### src/rtl/afc_pkg.sv
package afc_pkg;

    localparam int ADDR_W = 24;
    localparam int STAT_W = 16;

    typedef enum logic [2:0] {
        CLS_OK     = 3'd0,
        CLS_UNMAP  = 3'd1,
        CLS_PRIV   = 3'd2,
        CLS_KERNEL = 3'd3,
        CLS_WPROT  = 3'd4
    } fault_cls_t;

    typedef enum logic [1:0] {
        SZ_BYTE = 2'd0,
        SZ_WORD = 2'd1,
        SZ_LONG = 2'd2
    } acc_size_t;

    localparam logic [STAT_W-1:0] STAT_IDLE = 16'hFFFF;
    localparam logic [STAT_W-1:0] PAR_BIT   = 16'h0400;

    // Fields of the page map entry the classifier decodes.
    localparam int MAP_WE_BIT  = 15;
    localparam int MAP_PST_HI  = 14;
    localparam int MAP_PST_LO  = 13;

    typedef struct packed {
        logic [ADDR_W-1:0] addr;
        logic              wr;
        acc_size_t         size;
    } acc_info_t;

    function automatic logic [STAT_W-1:0] gen_code(input fault_cls_t c,
                                                   input logic wr,
                                                   input logic par);
        logic [STAT_W-1:0] base;
        if (c == CLS_UNMAP) base = wr ? 16'h8BFF : 16'hCBFF;
        else                base = wr ? 16'h9AFF : 16'hDAFF;
        return par ? (base | PAR_BIT) : base;
    endfunction

    function automatic logic [STAT_W-1:0] lane_code(input acc_info_t a);
        logic [STAT_W-1:0] lane;
        if (a.size != SZ_BYTE) lane = 16'h7C00;
        else if (a.addr[0])    lane = 16'h7E00;
        else                   lane = 16'h7D00;
        return lane | {8'h00, a.addr[ADDR_W-1:16]};
    endfunction

endpackage

### src/rtl/afc_classify.sv
module afc_classify
    import afc_pkg::*;
#(
    parameter logic [3:0] CLR_SEL = 4'hC
) (
    input  acc_info_t   acc,
    input  logic        super_mode,
    input  logic [15:0] map_entry,
    output fault_cls_t  cls,
    output logic        clr_hit
);
    logic low_zone;
    logic mapped;
    logic kernel_area;
    logic io_zone_a;

    always_comb begin
        low_zone    = (acc.addr[ADDR_W-1:22] == 2'b00);
        mapped      = (map_entry[MAP_PST_HI:MAP_PST_LO] != 2'b00);
        kernel_area = (acc.addr[22:19] == 4'h0);
        io_zone_a   = (acc.addr[ADDR_W-1:22] == 2'b01);

        if (low_zone && !mapped)                  cls = CLS_UNMAP;
        else if (super_mode)                      cls = CLS_OK;
        else if (!low_zone)                       cls = CLS_PRIV;
        else if (kernel_area)                     cls = CLS_KERNEL;
        else if (acc.wr && !map_entry[MAP_WE_BIT]) cls = CLS_WPROT;
        else                                      cls = CLS_OK;

        clr_hit = io_zone_a && (acc.addr[19:16] == CLR_SEL)
                  && acc.wr && (cls == CLS_OK);
    end
endmodule

### src/rtl/afc_status.sv
module afc_status
    import afc_pkg::*;
(
    input  logic              clk,
    input  logic              rst,
    input  logic              fire,
    input  logic              clr,
    input  fault_cls_t        cls,
    input  acc_info_t         acc,
    input  logic              par_en,
    output logic [STAT_W-1:0] gen_q,
    output logic [STAT_W-1:0] bs0_q,
    output logic [STAT_W-1:0] bs1_q
);
    logic sets_gen;

    always_comb sets_gen = (cls == CLS_UNMAP) || (cls == CLS_PRIV);

    always_ff @(posedge clk) begin
        if (rst || clr) begin
            gen_q <= STAT_IDLE;
            bs0_q <= STAT_IDLE;
            bs1_q <= STAT_IDLE;
        end else if (fire) begin
            if (sets_gen) gen_q <= gen_code(cls, acc.wr, par_en);
            bs0_q <= lane_code(acc);
            bs1_q <= acc.addr[15:0];
        end
    end
endmodule

### src/rtl/afc_top.sv
module afc_top
    import afc_pkg::*;
#(
    parameter logic [3:0] CLR_SEL = 4'hC
) (
    input  logic              clk,
    input  logic              rst,
    input  logic              acc_valid,
    input  logic [ADDR_W-1:0] acc_addr,
    input  logic              acc_write,
    input  logic [1:0]        acc_size,
    input  logic              acc_super,
    input  logic [15:0]       map_entry,
    input  logic              err_en,
    input  logic              par_irq_en,
    output logic              res_valid,
    output logic [2:0]        res_class,
    output logic              bus_err,
    output logic [STAT_W-1:0] gen_stat,
    output logic [STAT_W-1:0] bus_stat0,
    output logic [STAT_W-1:0] bus_stat1
);
    acc_info_t  acc;
    fault_cls_t cls;
    logic       clr_hit;
    logic       is_fault;

    always_comb begin
        acc.addr = acc_addr;
        acc.wr   = acc_write;
        acc.size = acc_size_t'(acc_size);
        is_fault = acc_valid && (cls != CLS_OK);
    end

    afc_classify #(.CLR_SEL(CLR_SEL)) u_cls (
        .acc        (acc),
        .super_mode (acc_super),
        .map_entry  (map_entry),
        .cls        (cls),
        .clr_hit    (clr_hit)
    );

    afc_status u_stat (
        .clk    (clk),
        .rst    (rst),
        .fire   (is_fault),
        .clr    (acc_valid && clr_hit),
        .cls    (cls),
        .acc    (acc),
        .par_en (par_irq_en),
        .gen_q  (gen_stat),
        .bs0_q  (bus_stat0),
        .bs1_q  (bus_stat1)
    );

    always_ff @(posedge clk) begin
        if (rst) begin
            res_valid <= 1'b0;
            res_class <= CLS_OK;
            bus_err   <= 1'b0;
        end else begin
            res_valid <= acc_valid;
            res_class <= acc_valid ? cls : CLS_OK;
            bus_err   <= is_fault && err_en;
        end
    end
endmodule

### config.mk
export PLATFORM = sky130hd
export DESIGN_NAME = afc_top
export DESIGN_NICKNAME = d
export VERILOG_FILES = /design/src/rtl/afc_pkg.sv /design/src/rtl/afc_classify.sv /design/src/rtl/afc_status.sv /design/src/rtl/afc_top.sv
export SDC_FILE = /design/constraint.sdc
export NUM_CORES = 1
export LEC_CHECK = 0
export ABC_AREA = 1
export BUFFER_PORTS_ARGS = -buffer_cell sky130_fd_sc_hd__buf_2
export CORE_MARGIN = 2
export CORE_UTILIZATION = 45
export DETAILED_ROUTE_END_ITERATION = 6
export PLACE_DENSITY_LB_ADDON = 0.3
export SKIP_LAST_GASP = 1
export SLEW_MARGIN = 20
export SYNTH_ARGS = -nofsm -noshare
export SYNTH_HDL_FRONTEND = slang
export SYNTH_SLANG_ARGS = --single-unit
### constraint.sdc
create_clock -name clk -period 2.7 [get_ports clk]
set_input_delay 0.27 -clock clk [delete_from_list [all_inputs] [get_ports clk]]
set_output_delay 0.27 -clock clk [all_outputs]
set_load 0.005 [all_outputs]
==> summary.md <==
| Metric | Value |
|---|---|
| Status | finished, final reports clean |
| Setup Skew | 0 ps |
| F_max | roughly 670 MHz |
| Vias in the first global route | 1368 |
| Die H | 62.9 um |
| Nets | roughly 320 |
| Post-CTS Resized | 0 |
| Iteration-0 DRC Markers | 93 |
| Vias per cell | about 4.8 |
| Antenna diode count | 0 |
| Initial Utilization | 46.8% |
| #FFs+latches synth | 37 |
| Remaining DRCs | 0 |
| Maximum Capacitance Violations | 0 |
| FP Rows | 21 |
| Setup TNS | 0 ps |
| Core ar. | 3340 um2 |
| CP max FO | 27 |
| Critical Path RT | 2890 ps |
| DIE AREA | ~4000 um2 |
| DR WL/cell | approximately 11 um |
| Kind of critical path | in2reg |
| Hold slack | 124 ps |
| Power Density | 567 nW/um2 |
| Sink Count | 37 |
| Top Ports | 102 |
| Final hold vios | 0 |
| Ys Warns | 0 |
| Mapped Cells | 204 |
| Slew @ Worst Pin | 499 ps |
| Die X-Extent | about 63 um |
| Area Overhead vs Synth | 23.5% |
| Routed wire length | between 3000 and 4000 um |
| Hold-fix buffers, CTS | 0 |
| GR Util All Layers | between 10% and 20% |
| Post-CTS Setup Repair Bufs | 0 |
| Tot Pwr | around 1.1 mW |
| Min cycle time layout | 1480 ps |
| Worst EP arrival | 1680 ps |
| H-tree depth | 2 |
| Initial antenna violation count | 0 |
| Worst vdd ir | 0.000321 V |
| Slew Limit Fails | 0 |
| GR Overflow Total | 0 |
| Share of layout cells above drive strength 1 | 32.2% |
| Via count | 1522 |
| Largest net degree at the start of global routing | 33 |
| Period utilisation layout | between 50% and 60% |
| Final GP Congestion | 0.738 |
| Crit path launch type | primary input |
| Commonest non-fill, non-tap cell in the layout | buf_2 |
| CP Capture Type | register |
| CTS Root Cell | clkbuf_4 |
| I/O Buffers | 72 |
| Synthesized area per cell | 7.65 um2 |
| Design Area, Final | just under 2000 um2 |
| Final setup vio count | 0 |
| Drt first pass iters | 4 |
| Clock Latency Late Sink | ~340 ps |
| Clk pin slew, worst setup/hold paths | approximately 100 ps |
| Most frequent cells in the layout | buf_2 (72), nand3_1 (60), nand2_1 (39) |
| Cell variety after synth | 22 |
| Seq/Total Area, Yosys | 47.5% |
| RSZ-0062 raised after global routing | no |
| CTS tree | built |
| Detail Placement HPWL | around 2500 um |
| Bufs on Longest Clock Path | 2 |
| Leakage power | 1.02 nW |
| Final ANT Viol Nets | 0 |
| Slew HR | between 60% and 70% |
| Worst min path class | in2reg |
| Post-synthesis instance area | 1560 um2 |
| First-pass GRT wire length | 5890 um |
| Post-Place Cell Area | roughly 1900 um2 |
| CTS Buf Count | 5 |
-- path summary, 6_finish.rpt --
kind	start	cells after the start	end	slack [ps]
worst max-delay path	acc_addr[19]	9	u_stat.bs1_q[2]	1220
worst min-delay path	rst	2	res_valid	120
worst min register to register	u_stat.gen_q[13]	2	u_stat.gen_q[13]	460
worst max register to register	u_stat.bs1_q[2]	2	u_stat.bs1_q[2]	2080
-- sequential cells by signal (all words and copies together), names as in the netlist --
signal,flops
u_stat.bs1_q,16
bus_err,1
res_class,3
res_valid,1
u_stat.gen_q,5
u_stat.bs0_q,11
-- synth_stat cells --
library cell	count	share of area, %
nand2_2	2	0.80
nor2_1	15	3.6
nor2_2	1	0.40
a21oi_1	1	0.32
nand2_4	1	0.72
o21ai_0	1	0.32
nand4_1	4	1.6
inv_1	9	2.2
inv_2	1	0.24
conb_1	1	0.24
buf_2	6	1.9
nand3_1	60	19
or2_2	1	0.40
and3_1	1	0.40
buf_6	2	1.4
nand2_1	39	9.4
clkbuf_1	1	0.24
buf_4	16	7.7
buf_1	3	0.72
dfxtp_1	37	47
nor3_1	1	0.32
o21ai_1	1	0.32
-- where the power goes --
| group | internal (mW) | leakage (nW) | total [mW] | switching, mW |
|---|---|---|---|---|
| registers | 0.584 | 0.305 | 0.601 | 0.0168 |
| logic | 0.0772 | 0.674 | 0.183 | 0.105 |
| clock network | 0.127 | 0.0382 | 0.309 | 0.182 |
-- critical path, stage by stage --
cell	delay (ps)
buf_2	120
nor2_1	200
nand2_1	100
nor2_1	160
nor2_2	60
nand2_2	290
nand2_4	260
nand2_1	120
nand3_1	90
-- layout make-up --
class	instances	area, um2
Timing Repair Buffer	74	375
Tap cell	46	57.6
Clock buffer	6	51.3
Clock inverter	2	13.8
Sequential cell	37	741
Inverter	10	37.5
Fill cell	352	1410
Multi-Input combinational cell	144	651
-- per-stage QoR --
stage | worst slack [ps] | utilization (%) | cells
4_1_cts | 1210 | 57.7 | 319
2_1_floorplan | 1460 | - | 219
6_report | 1220 | 57.7 | 319
5_1_grt | 1060 | 57.7 | 319
3_3_place_gp | 894 | 55.8 | 311
3_5_place_dp | 838 | 55.8 | 311
-- per-layer routing --
metal  vias up  global-route usage, %  wire length, um  share of wire (%)
met4         0                   8.06               67                1.9
met2        74                   29.1             1650                 47
met3         6                   5.95              290                8.2
li1        773                      -                -                  -
met5         -                      0                0                  0
met1       669                   22.9             1520                 43
-- cells by family after synthesis --
family | count (synthesis) | share of synthesized area [%]
AND/OR/NAND/NOR | 125 | 36.9
buffers and inverters | 38 | 14.4
flip-flops | 37 | 47.5
AO/OA/AOI/OAI | 3 | 0.961
other | 1 | 0.240
No activity file was read; power rests on OpenSTA's default activity.
